`config.mk`:
```
export PLATFORM = sky130hd
export DESIGN_NAME = ipt_walker
export DESIGN_NICKNAME = d
export VERILOG_FILES = /design/src/rtl/ipt_pkg.sv /design/src/rtl/ipt_hash.sv /design/src/rtl/ipt_anchor_tbl.sv /design/src/rtl/ipt_entry_tbl.sv /design/src/rtl/ipt_walk_ctrl.sv /design/src/rtl/ipt_walker.sv
export SDC_FILE = /design/constraint.sdc
export NUM_CORES = 1
export LEC_CHECK = 0
export BUFFER_PORTS_ARGS = -buffer_cell sky130_fd_sc_hd__buf_2
export CAP_MARGIN = 20
export CORE_AREA = 2 2 276 305
export DETAILED_ROUTE_END_ITERATION = 6
export DIE_AREA = 0 0 278 307
export GPL_TIMING_DRIVEN = 0
export PLACE_DENSITY = 0.56
export SYNTH_ARGS = -nofsm -noshare
export SYNTH_HDL_FRONTEND = slang
export SYNTH_SLANG_ARGS = --single-unit
```
`constraint.sdc`:
```
create_clock -name clk -period 22.6 [get_ports clk]
set_input_delay 1.13 -clock clk [delete_from_list [all_inputs] [get_ports clk]]
set_output_delay 1.13 -clock clk [all_outputs]
set_load 0.005 [all_outputs]
```
`src/rtl/ipt_pkg.sv`:
```
package ipt_pkg;
  typedef enum logic {
    WALK_IDLE = 1'b0,
    WALK_STEP = 1'b1
  } walk_state_e;

  typedef enum logic {
    TGT_ANCHOR = 1'b0,
    TGT_ENTRY  = 1'b1
  } cfg_tgt_e;
endpackage

```
`src/rtl/ipt_hash.sv`:
```
module ipt_hash #(
  parameter int PID_W    = 8,
  parameter int VPN_W    = 20,
  parameter int ANCHOR_W = 4
) (
  input  logic [PID_W-1:0]    pid,
  input  logic [VPN_W-1:0]    vpn,
  output logic [ANCHOR_W-1:0] bucket
);
  localparam int NSLICE = (PID_W + ANCHOR_W - 1) / ANCHOR_W;
  localparam int PADW   = NSLICE * ANCHOR_W;

  logic [PID_W-1:0]    mixed;
  logic [PADW-1:0]     padded;
  logic [ANCHOR_W-1:0] acc [NSLICE+1];

  assign mixed  = pid ^ vpn[PID_W-1:0];
  assign padded = PADW'(mixed);
  assign acc[0] = '0;

  for (genvar g = 0; g < NSLICE; g++) begin : g_fold
    assign acc[g+1] = acc[g] ^ padded[g*ANCHOR_W +: ANCHOR_W];
  end

  assign bucket = acc[NSLICE];
endmodule

```
`src/rtl/ipt_anchor_tbl.sv`:
```
module ipt_anchor_tbl #(
  parameter int ANCHOR_W = 4,
  parameter int LINK_W   = 5
) (
  input  logic                clk,
  input  logic                rst_n,
  input  logic                wr_en,
  input  logic [ANCHOR_W-1:0] wr_idx,
  input  logic [LINK_W-1:0]   wr_link,
  input  logic [ANCHOR_W-1:0] rd_idx,
  output logic [LINK_W-1:0]   rd_link
);
  localparam int NANCHOR = 1 << ANCHOR_W;
  localparam logic [LINK_W-1:0] NULL_LINK = {1'b1, {(LINK_W-1){1'b0}}};

  logic [LINK_W-1:0] head_q [NANCHOR];

  for (genvar g = 0; g < NANCHOR; g++) begin : g_slot
    logic sel;
    assign sel = wr_en && (wr_idx == ANCHOR_W'(g));
    always_ff @(posedge clk or negedge rst_n) begin
      if (!rst_n)   head_q[g] <= NULL_LINK;
      else if (sel) head_q[g] <= wr_link;
    end
  end

  assign rd_link = head_q[rd_idx];
endmodule

```
`src/rtl/ipt_entry_tbl.sv`:
```
module ipt_entry_tbl #(
  parameter int FRAME_W = 4,
  parameter int PID_W   = 8,
  parameter int VPN_W   = 20,
  parameter int LINK_W  = 5
) (
  input  logic               clk,
  input  logic               rst_n,
  input  logic               wr_en,
  input  logic [FRAME_W-1:0] wr_idx,
  input  logic [PID_W-1:0]   wr_pid,
  input  logic [VPN_W-1:0]   wr_vpn,
  input  logic [LINK_W-1:0]  wr_link,
  input  logic               wr_valid,
  input  logic [FRAME_W-1:0] rd_idx,
  output logic [PID_W-1:0]   rd_pid,
  output logic [VPN_W-1:0]   rd_vpn,
  output logic [LINK_W-1:0]  rd_link,
  output logic               rd_valid
);
  localparam int NFRAMES = 1 << FRAME_W;
  localparam logic [LINK_W-1:0] NULL_LINK = {1'b1, {(LINK_W-1){1'b0}}};

  logic [PID_W-1:0]  pid_q  [NFRAMES];
  logic [VPN_W-1:0]  vpn_q  [NFRAMES];
  logic [LINK_W-1:0] link_q [NFRAMES];
  logic              vld_q  [NFRAMES];

  for (genvar g = 0; g < NFRAMES; g++) begin : g_frame
    logic sel;
    assign sel = wr_en && (wr_idx == FRAME_W'(g));
    always_ff @(posedge clk or negedge rst_n) begin
      if (!rst_n) begin
        pid_q[g]  <= '0;
        vpn_q[g]  <= '0;
        link_q[g] <= NULL_LINK;
        vld_q[g]  <= 1'b0;
      end else if (sel) begin
        pid_q[g]  <= wr_pid;
        vpn_q[g]  <= wr_vpn;
        link_q[g] <= wr_link;
        vld_q[g]  <= wr_valid;
      end
    end
  end

  assign rd_pid   = pid_q[rd_idx];
  assign rd_vpn   = vpn_q[rd_idx];
  assign rd_link  = link_q[rd_idx];
  assign rd_valid = vld_q[rd_idx];
endmodule

```
`src/rtl/ipt_walk_ctrl.sv`:
```
module ipt_walk_ctrl
  import ipt_pkg::*;
#(
  parameter int FRAME_W = 4,
  parameter int PID_W   = 8,
  parameter int VPN_W   = 20,
  parameter int LINK_W  = FRAME_W + 1
) (
  input  logic               clk,
  input  logic               rst_n,
  input  logic               req_valid,
  input  logic [PID_W-1:0]   req_pid,
  input  logic [VPN_W-1:0]   req_vpn,
  input  logic [LINK_W-1:0]  head_link,
  output logic [FRAME_W-1:0] slot_idx,
  input  logic [PID_W-1:0]   slot_pid,
  input  logic [VPN_W-1:0]   slot_vpn,
  input  logic [LINK_W-1:0]  slot_link,
  input  logic               slot_valid,
  output logic               busy,
  output logic               done,
  output logic               hit,
  output logic [FRAME_W-1:0] frame
);
  localparam int NFRAMES = 1 << FRAME_W;
  localparam logic [FRAME_W-1:0] LAST_STEP = FRAME_W'(NFRAMES - 1);

  walk_state_e        state_q, state_d;
  logic [FRAME_W-1:0] cur_q, cur_d;
  logic [FRAME_W-1:0] steps_q, steps_d;
  logic [PID_W-1:0]   pid_q;
  logic [VPN_W-1:0]   vpn_q;
  logic               done_q, done_d;
  logic               hit_q, hit_d;
  logic [FRAME_W-1:0] frame_q, frame_d;

  logic accept, head_null, match, chain_end, at_limit;

  assign accept    = (state_q == WALK_IDLE) && req_valid;
  assign head_null = head_link[LINK_W-1];
  assign match     = slot_valid && (slot_pid == pid_q) && (slot_vpn == vpn_q);
  assign chain_end = slot_link[LINK_W-1];
  assign at_limit  = (steps_q == LAST_STEP);

  always_comb begin
    state_d = state_q;
    cur_d   = cur_q;
    steps_d = steps_q;
    done_d  = 1'b0;
    hit_d   = hit_q;
    frame_d = frame_q;
    unique case (state_q)
      WALK_IDLE: begin
        if (accept) begin
          if (head_null) begin
            done_d  = 1'b1;
            hit_d   = 1'b0;
            frame_d = '0;
          end else begin
            state_d = WALK_STEP;
            cur_d   = head_link[FRAME_W-1:0];
            steps_d = '0;
          end
        end
      end
      WALK_STEP: begin
        if (match) begin
          state_d = WALK_IDLE;
          done_d  = 1'b1;
          hit_d   = 1'b1;
          frame_d = cur_q;
        end else if (chain_end || at_limit) begin
          state_d = WALK_IDLE;
          done_d  = 1'b1;
          hit_d   = 1'b0;
          frame_d = '0;
        end else begin
          cur_d   = slot_link[FRAME_W-1:0];
          steps_d = steps_q + 1'b1;
        end
      end
      default: state_d = WALK_IDLE;
    endcase
  end

  always_ff @(posedge clk or negedge rst_n) begin
    if (!rst_n) begin
      state_q <= WALK_IDLE;
      cur_q   <= '0;
      steps_q <= '0;
      done_q  <= 1'b0;
      hit_q   <= 1'b0;
      frame_q <= '0;
    end else begin
      state_q <= state_d;
      cur_q   <= cur_d;
      steps_q <= steps_d;
      done_q  <= done_d;
      hit_q   <= hit_d;
      frame_q <= frame_d;
    end
  end

  always_ff @(posedge clk or negedge rst_n) begin
    if (!rst_n) begin
      pid_q <= '0;
      vpn_q <= '0;
    end else if (accept) begin
      pid_q <= req_pid;
      vpn_q <= req_vpn;
    end
  end

  assign slot_idx = cur_q;
  assign busy     = (state_q == WALK_STEP);
  assign done     = done_q;
  assign hit      = hit_q;
  assign frame    = frame_q;

  // a result is never reported while a walk is still running
  assert_done_idle_R10: assert property (@(posedge clk) disable iff (!rst_n)
    done |-> !busy);

  // a miss carries frame 0
  assert_miss_zero_R10: assert property (@(posedge clk) disable iff (!rst_n)
    (done && !hit) |-> (frame == '0));

  // a non-empty bucket at an idle request starts a walk
  assert_accept_R3: assert property (@(posedge clk) disable iff (!rst_n)
    (!busy && req_valid && !head_null) |=> busy);

  // the captured request cannot change during a walk
  assert_hold_req_R3: assert property (@(posedge clk) disable iff (!rst_n)
    (busy && $past(busy)) |-> ($stable(pid_q) && $stable(vpn_q)));

  // the final permitted visit without a match ends the walk
  assert_walk_bound_R8: assert property (@(posedge clk) disable iff (!rst_n)
    (busy && at_limit && !match) |=> (!busy && done && !hit));

  // a hit reports the slot that was being visited
  assert_hit_frame_R4: assert property (@(posedge clk) disable iff (!rst_n)
    (busy && match) |=> (done && hit && frame == $past(slot_idx)));
endmodule

```
`src/rtl/ipt_walker.sv`:
```
module ipt_walker
  import ipt_pkg::*;
#(
  parameter int FRAME_W  = 4,
  parameter int ANCHOR_W = 4,
  parameter int PID_W    = 8,
  parameter int VPN_W    = 20,
  localparam int LINK_W  = FRAME_W + 1,
  localparam int IDX_W   = (FRAME_W > ANCHOR_W) ? FRAME_W : ANCHOR_W
) (
  input  logic               clk,
  input  logic               rst_n,
  input  logic               cfg_we,
  input  logic               cfg_tgt,
  input  logic [IDX_W-1:0]   cfg_idx,
  input  logic [PID_W-1:0]   cfg_pid,
  input  logic [VPN_W-1:0]   cfg_vpn,
  input  logic [LINK_W-1:0]  cfg_link,
  input  logic               cfg_valid,
  input  logic               req_valid,
  input  logic [PID_W-1:0]   req_pid,
  input  logic [VPN_W-1:0]   req_vpn,
  output logic               busy,
  output logic               done,
  output logic               hit,
  output logic [FRAME_W-1:0] frame
);
  logic [1:0] rst_sync_q;
  logic       rst_int_n;

  always_ff @(posedge clk or negedge rst_n) begin
    if (!rst_n) rst_sync_q <= 2'b00;
    else        rst_sync_q <= {rst_sync_q[0], 1'b1};
  end
  assign rst_int_n = rst_sync_q[1];

  logic                anc_we, ent_we;
  logic [ANCHOR_W-1:0] bucket;
  logic [LINK_W-1:0]   head_link;
  logic [FRAME_W-1:0]  slot_idx;
  logic [PID_W-1:0]    slot_pid;
  logic [VPN_W-1:0]    slot_vpn;
  logic [LINK_W-1:0]   slot_link;
  logic                slot_valid;

  assign anc_we = cfg_we && (cfg_tgt == logic'(TGT_ANCHOR));
  assign ent_we = cfg_we && (cfg_tgt == logic'(TGT_ENTRY));

  ipt_hash #(.PID_W(PID_W), .VPN_W(VPN_W), .ANCHOR_W(ANCHOR_W)) u_hash (
    .pid    (req_pid),
    .vpn    (req_vpn),
    .bucket (bucket)
  );

  ipt_anchor_tbl #(.ANCHOR_W(ANCHOR_W), .LINK_W(LINK_W)) u_anchor (
    .clk     (clk),
    .rst_n   (rst_int_n),
    .wr_en   (anc_we),
    .wr_idx  (cfg_idx[ANCHOR_W-1:0]),
    .wr_link (cfg_link),
    .rd_idx  (bucket),
    .rd_link (head_link)
  );

  ipt_entry_tbl #(.FRAME_W(FRAME_W), .PID_W(PID_W), .VPN_W(VPN_W), .LINK_W(LINK_W)) u_entry (
    .clk      (clk),
    .rst_n    (rst_int_n),
    .wr_en    (ent_we),
    .wr_idx   (cfg_idx[FRAME_W-1:0]),
    .wr_pid   (cfg_pid),
    .wr_vpn   (cfg_vpn),
    .wr_link  (cfg_link),
    .wr_valid (cfg_valid),
    .rd_idx   (slot_idx),
    .rd_pid   (slot_pid),
    .rd_vpn   (slot_vpn),
    .rd_link  (slot_link),
    .rd_valid (slot_valid)
  );

  ipt_walk_ctrl #(.FRAME_W(FRAME_W), .PID_W(PID_W), .VPN_W(VPN_W), .LINK_W(LINK_W)) u_ctrl (
    .clk        (clk),
    .rst_n      (rst_int_n),
    .req_valid  (req_valid),
    .req_pid    (req_pid),
    .req_vpn    (req_vpn),
    .head_link  (head_link),
    .slot_idx   (slot_idx),
    .slot_pid   (slot_pid),
    .slot_vpn   (slot_vpn),
    .slot_link  (slot_link),
    .slot_valid (slot_valid),
    .busy       (busy),
    .done       (done),
    .hit        (hit),
    .frame      (frame)
  );

  // outputs are quiet while reset is held
  always_comb begin
    if (!rst_n) begin
      assert_reset_quiet_R1: assert (!busy && !done);
    end
  end
endmodule

```
==> summary.txt, run 1 <==
Cells and area
  • Area grow syn2layout: 15.3%
  • Most common cell after layout, fill and taps aside: mux2_2
  • Most frequent cells in the layout: mux2_2 (656), dfrtp_1 (636), mux2i_1 (128)
  • Finished Cell Area: 0.0357 mm2
  • Count of nets after finishing: 2286
  • Fin util: 0.432
  • Share of post-route cells with drive strength above 1: 0.472

Global route
  • Largest net degree at the start of global routing: 70
  • GRT Total Usage: 0.231
  • Remaining Overflow, GRT: 0
  • Initial antenna violation count: 9
  • Global-route wire length before repair: 141 mm
  • Vias in the first global route: 20283

Clock tree
  • PostCTS Resize Cnt: 0
  • CTS Sinks: 669
  • TritonCTS clock tree: built
  • Clk root buf: clkbuf_16
  • Clk_lat worst skew: 630 ps
  • H-tree levels: 3
  • CTS Hold Bufs: 0
  • Bufs on Longest Clock Path: 3
  • CTS clock-pin slew for the worst setup and hold paths: 60 ps
  • CTS Buf Count: 74
  • Setup bufs post-CTS: 0

Placement
  • Post-place setup slack: 17380 ps
  • Detail Placement HPWL: 66.5 mm
  • Placed cell area: 0.0331 mm2
  • Routability cong.: 0.834
  • Port bufs: 73

Timing
  • Final count of negative-setup-slack endpoints: 0
  • Setup Skew: 20.0 ps
  • Tmin final: 4900 ps
  • Final worst slack: 17700 ps
  • Worst Max-Slew Pin Slew: 1260 ps
  • Final slew viol count: 0
  • Period utilisation layout: 0.217
  • Unrepaired setup endpoints after global routing: no
  • Fmax: 204 MHz
  • Max-slew headroom: 0.157
  • Final Hold Viols: 0

Route
  • Wire per inst: 29.1 um
  • WL met3: 5.47 mm
  • Drt pass-1 iters: 6
  • Highest routed metal layer: met5
  • DRT met1 WL: 40.4 mm
  • Routed Antenna Nets: 0
  • Drt initial violations: 1453
  • Routed vias: 18879
  • Met2 routed WL: 47.1 mm
  • Residual DRC: 0
  • Vias per std cell: 5.64
  • Post-Route WL: 97.4 mm

Logic synthesis
  • Yosys reg bits: 669
  • Synth async-reset ratio: 1.00
  • Post-synth EDFFs: 0
  • Syn_nets: 2118
  • Syn_area_per_cell: 15.1 um2
  • Post-synthesis sequential area ratio: 0.542
  • Primary FF master, synth: dfrtp_1
  • Cells after synthesis: 2046
  • Synth Warn #: 0
  • Synth Cell Area: 0.0310 mm2
  • Number of distinct library cells after synthesis: 68

Critical path
  • Startpoint types: flip-flop
  • Critical path class: flip-flop to flip-flop
  • CP Capture Type: flip-flop
  • Crit Path Max Fanout: 10
  • Worst EP arrival: 5390 ps
  • Worst EP required: 23100 ps

Power
  • Leakage: 15.5 nW
  • Worst VDD drop: 0.0613 mV
  • Power Dens Cells: 120 mW/mm2

Die
  • Die area: 0.0853 mm2
  • Initial Util: 0.375
  • Core footprint: 0.0826 mm2
  • Chip Height: 307 um
  • Die span in x: 278 um
  • Core Rows: 111
  • # IOs: 78

Worst hold path
  • Hold Crit Class: flip-flop to async pin

Flow run
  • # Max-Cap Violations: 0

Run status
  • Status: finished clean
power breakdown:
part / switching (mW) / total, mW / internal [mW] / leakage (nW)
Sequential: 0.157 / 1.62 / 1.46 / 8.45
Clock: 0.503 / 1.28 / 0.776 / 1.25
Combinational: 0.746 / 1.38 / 0.632 / 5.85
Total: 1.41 / 4.27 / 2.87 / 15.5
critical path, cell delays in order (launching register included):
cell and delay (ps):
dfrtp_1 550, buf_2 350, inv_2 460, buf_2 530, buf_1 350, buf_8 220, nand2_1 70, a31oi_1 410
o2111ai_1 240, nor4_2 590, and4_4 400, or2_1 120, buf_6 130, mux2_1 330
registers in the layout, summed over array words and instances, names as in the netlist, 4 cells and up:
signal and flops:
u_ctrl.steps_q 4, u_ctrl.frame 4, u_ctrl.pid_q 8, u_ctrl.vpn_q 20, u_entry.vpn_q 320, u_ctrl.slot_idx 4
u_anchor.head_q 80, u_entry.vld_q 16, u_entry.pid_q 128, u_entry.link_q 80
cells in the mapped netlist, types with 13 or more instances:
master,count,area (um2)
nand2_1,42,158
dfstp_2,32,841
dfrtp_1,637,15900
a22oi_1,19,143
mux2_2,656,7390
buf_4,16,120
clkbuf_1,107,402
mux2i_1,128,1280
nor2_1,23,86.3
mux4_2,115,2590
nor2b_1,19,119
buf_6,13,146
xnor2_1,31,272
layer usage:
layer | GRT usage | up-vias
met5 | 0 | -
met4 | 0.112 | 2
met3 | 0.0441 | 195
met2 | 0.379 | 538
met1 | 0.294 | 10202
li1 | - | 7942
metrics by stage:
| step | setup TNS (ps) | power, mW | hold slack (ps) | cells |
|---|---|---|---|---|
| 2_1_floorplan | 0 | 2.51 | 331 | 2046 |
| 3_3_place_gp | -2583130 | 2.97 | 336 | 3192 |
| 3_5_place_dp | 0 | 3.01 | 268 | 3209 |
| 4_1_cts | 0 | 4.30 | 246 | 3340 |
| 5_1_grt | 0 | 4.45 | 256 | 3347 |
| 6_report | 0 | 4.27 | 259 | 3347 |
cell families after synthesis:
logic type	Yosys count	share of synthesized area
fa+ha+maj	1	0.000404
compound gates	106	0.0261
buf+inv	165	0.0268
flops	669	0.542
simple gates	160	0.0279
mux	901	0.365
xor+xnor	43	0.0122
other cells	1	0.000121
area by class of cell:
type | count | area (um2)
Antenna cell | 5 | 12.5
Multi-Input combinational cell | 1212 | 13400
Tap cell | 1073 | 1340
Buffer | 156 | 796
Sequential cell | 669 | 16800
Inverter | 9 | 33.8
Clock inverter | 22 | 375
Fill cell | 7311 | 46900
Clock buffer | 109 | 2190
Timing Repair Buffer | 92 | 788
worst paths after layout:
path | start | end | slack [ps] | depth (start not counted)
worst max-delay path | u_ctrl.slot_idx[3] | u_ctrl.slot_idx[0] | 17700 | 13
worst min-delay path | rst_sync_q[1] | u_entry.vpn_q[89] | 260 | 0
worst max register to register | u_ctrl.slot_idx[3] | u_ctrl.slot_idx[0] | 17700 | 13
worst min register to register | rst_sync_q[1] | u_entry.vpn_q[89] | 260 | 0
max in group asynchronous | rst_sync_q[1] | u_anchor.head_q[4] | 19860 | 6
min in group clk | rst_sync_q[0] | rst_sync_q[1] | 350 | 0
Note: power is estimated with default switching activity, not from simulation.
==> inputs of run 2 (changes only) <==
--- a/config.mk
+++ b/config.mk
@@ -5,13 +5,14 @@
 export SDC_FILE = /design/constraint.sdc
 export NUM_CORES = 1
 export LEC_CHECK = 0
+export ABC_AREA = 1
 export BUFFER_PORTS_ARGS = -buffer_cell sky130_fd_sc_hd__buf_2
 export CAP_MARGIN = 20
 export CORE_AREA = 2 2 276 305
 export DETAILED_ROUTE_END_ITERATION = 6
 export DIE_AREA = 0 0 278 307
 export GPL_TIMING_DRIVEN = 0
-export PLACE_DENSITY = 0.56
+export PLACE_DENSITY = 0.58
 export SYNTH_ARGS = -nofsm -noshare
 export SYNTH_HDL_FRONTEND = slang
 export SYNTH_SLANG_ARGS = --single-unit
==> constraint.sdc (replaced) <==
create_clock -name clk -period 4.5 [get_ports clk]
set_input_delay 0.225 -clock clk [delete_from_list [all_inputs] [get_ports clk]]
set_output_delay 0.225 -clock clk [all_outputs]
set_load 0.005 [all_outputs]
==> run 2 against run 1 <==
Compared with the run above:
- the run now ends with DRC, hold timing left
- critical path depth grew 2
- highest routed layer unchanged
- count of clock-buffer cells in the layout shrank 9
- via count grew 59%
- critical path type unchanged
- largest power group is now combinational logic
==> summary.txt, run 2 <==
Die
  • Die area: 0.0853 mm2
  • Die span in x: 278 um
  • Core Rows: 111
  • # IOs: 78
  • Initial Util: 0.376
  • Core footprint: 0.0826 mm2
  • Chip Height: 307 um

Logic synthesis
  • Dominant cells by area after synthesis: dfrtp_1 (51%), nand2_1 (16%), o21ai_0 (12%)
  • Synth cell count leaders: nand2_1 (1301), o21ai_0 (766), dfrtp_1 (637), nand3_1 (314), inv_1 (258)
  • Synth Warn #: 0
  • Cells after synthesis: 3969
  • Primary FF master, synth: dfrtp_1
  • Synth Cell Area: 0.0311 mm2
  • Top cell type's share of synthesized area: 0.513
  • Syn_nets: 4041
  • Top-count cell post-synth: nand2_1
  • Yosys reg bits: 669
  • Post-synthesis sequential area ratio: 0.540
  • Synth async-reset ratio: 1.00
  • Syn_area_per_cell: 7.82 um2
  • Area leader, netlist: dfrtp_1
  • Post-synth EDFFs: 0
  • Number of distinct library cells after synthesis: 30

Run status
  • Status: finished with violations
  • Failing checks: DRC, hold timing

Clock tree
  • Bufs on Longest Clock Path: 3
  • CTS Sinks: 669
  • Clk root buf: clkbuf_16
  • TritonCTS clock tree: built
  • CTS Hold Bufs: 56
  • Setup bufs post-CTS: 0
  • CTS clock-pin slew for the worst setup and hold paths: 70 ps
  • CTS Buf Count: 78
  • PostCTS Resize Cnt: 0
  • Clk_lat worst skew: 650 ps
  • H-tree levels: 3

Placement
  • Post-place setup slack: 665 ps
  • Placed cell area: 0.0331 mm2
  • Detail Placement HPWL: 96.3 mm
  • Port bufs: 77
  • Routability cong.: 0.988
  • Placed Instances: 5135

Timing
  • Setup TNS: 0 ps
  • Period utilisation layout: 0.897
  • Worst Max-Slew Pin Slew: 1280 ps
  • Setup Skew: 23.1 ps
  • Tightest hold margin: -7.98 ps
  • Fmax: 248 MHz
  • Tmin final: 4040 ps
  • Final count of negative-setup-slack endpoints: 0
  • Final worst slack: 462 ps
  • Final slew viol count: 0
  • Max-slew headroom: 0.148
  • Unrepaired setup endpoints after global routing: no
  • Final Hold Viols: 2

Flow run
  • # Max-Cap Violations: 0

Cells and area
  • Most common cell after layout, fill and taps aside: nand2_1
  • Max reg flops: 320
  • Number of fill cells: 8443
  • Non-Filler Instances: 5332
  • Area grow syn2layout: 17.6%
  • Finished Cell Area: 0.0365 mm2
  • Most frequent cells in the layout: nand2_1 (1301), o21ai_0 (766), dfrtp_1 (636)
  • Count of nets after finishing: 4271
  • Share of post-route cells with drive strength above 1: 0.0796
  • Largest registers: u_entry.vpn_q x320, u_entry.pid_q x128
  • Fin util: 0.442
  • Reg with most FFs: u_entry.vpn_q

Route
  • Routed Antenna Nets: 0
  • Drt initial violations: 3984
  • Drt pass-1 iters: 7
  • Routed vias: 30020
  • Post-Route WL: 138 mm
  • Wire per inst: 25.9 um
  • Residual DRC: 3
  • Vias per std cell: 5.63

Critical path
  • Crit Path Max Fanout: 10
  • Worst EP arrival: 4570 ps
  • Worst EP required: 5030 ps
  • Startpoint types: flip-flop
  • CP Capture Type: flip-flop
  • Critical path class: flip-flop to flip-flop

Power
  • Worst VDD drop: 0.485 mV
  • Power Dens Cells: 640 mW/mm2
  • Leakage: 17.6 nW
  • Total power draw: 23.4 mW

Global route
  • Initial antenna violation count: 4
  • Vias in the first global route: 28765
  • Global-route wire length before repair: 200 mm
  • GRT Total Usage: 0.324
  • Remaining Overflow, GRT: 0
  • Largest net degree at the start of global routing: 71

Worst hold path
  • Hold Crit Class: input port to flip-flop
==> run 2: cell count changes after synthesis, moves of 115 or more <==
cell     change
mux2i_1    -128
nor2_1     +221
inv_1      +252
nand2_1   +1259
nand3_1    +304
mux2_2     -655
o21ai_0    +754
mux4_2     -115
==> run 2: critical path, cell delays in order (launching register included) <==
cell and delay, ps:
dfrtp_1 460, inv_2 330, buf_1 920, nand3_1 500, nand3_1 260, nand3_1 100, nand2_1 80, nand2_1 80
nor2_1 200, nand2_1 80, nor2_1 100, nand2_1 270, nand2_4 250, nand2_4 120, nand2_1 100, nand2_1 70
==> run 2: final cells by class <==
class / count / area, um2 / area share
antenna: 1 / 2.50 / 0.0000685
buffer: 289 / 1230 / 0.0337
clock buffer: 100 / 2160 / 0.0593
clock inverter: 39 / 633 / 0.0173
inverter: 261 / 980 / 0.0268
multi-input combinational: 2750 / 12100 / 0.330
sequential: 669 / 16800 / 0.460
tap: 1073 / 1340 / 0.0368
timing repair buffer: 150 / 1320 / 0.0361
==> run 2: path summary, 6_finish.rpt <==
path / start / slack [ps] / endpoint / cells after the start
worst max-delay path: u_ctrl.slot_idx[2] / 460 / u_ctrl.slot_idx[3] / 15
worst min-delay path: cfg_pid[4] / -8 / u_entry.pid_q[124] / 3
worst max register to register: u_ctrl.slot_idx[2] / 460 / u_ctrl.slot_idx[3] / 15
worst min register to register: rst_sync_q[0] / 350 / rst_sync_q[1] / 0
max in group asynchronous: rst_sync_q[1] / 2200 / u_entry.vpn_q[108] / 4
min in group asynchronous: rst_sync_q[1] / 420 / u_entry.vpn_q[294] / 0
==> run 2: cell families (layout without fill, tap and decap cells) <==
| logic type | after synthesis | count (layout) | synth area share |
|---|---|---|---|
| other | 1 | 2 | 0.000121 |
| multiplexers | 1 | 1 | 0.000363 |
| flip-flops | 669 | 669 | 0.540 |
| buffers and inverters | 550 | 839 | 0.0711 |
| XOR/XNOR | 12 | 12 | 0.00338 |
| AO/OA/AOI/OAI | 868 | 868 | 0.145 |
| AND/OR/NAND/NOR | 1867 | 1867 | 0.239 |
| adder cells (fa/ha/maj) | 1 | 1 | 0.000403 |
==> run 2: metal layers <==
metal | track usage | vias up | part of all wire
li1 | - | 13240 | -
met3 | 0.0767 | 515 | 0.098
met2 | 0.492 | 1646 | 0.44
met1 | 0.407 | 14617 | 0.38
met5 | 0.00228 | - | 0.000094
met4 | 0.228 | 2 | 0.082
==> run 2: report_power, final <==
group          switching, mW  internal [mW]
registers              0.726           7.26
logic                   6.20           2.17
clock network           2.82           4.19
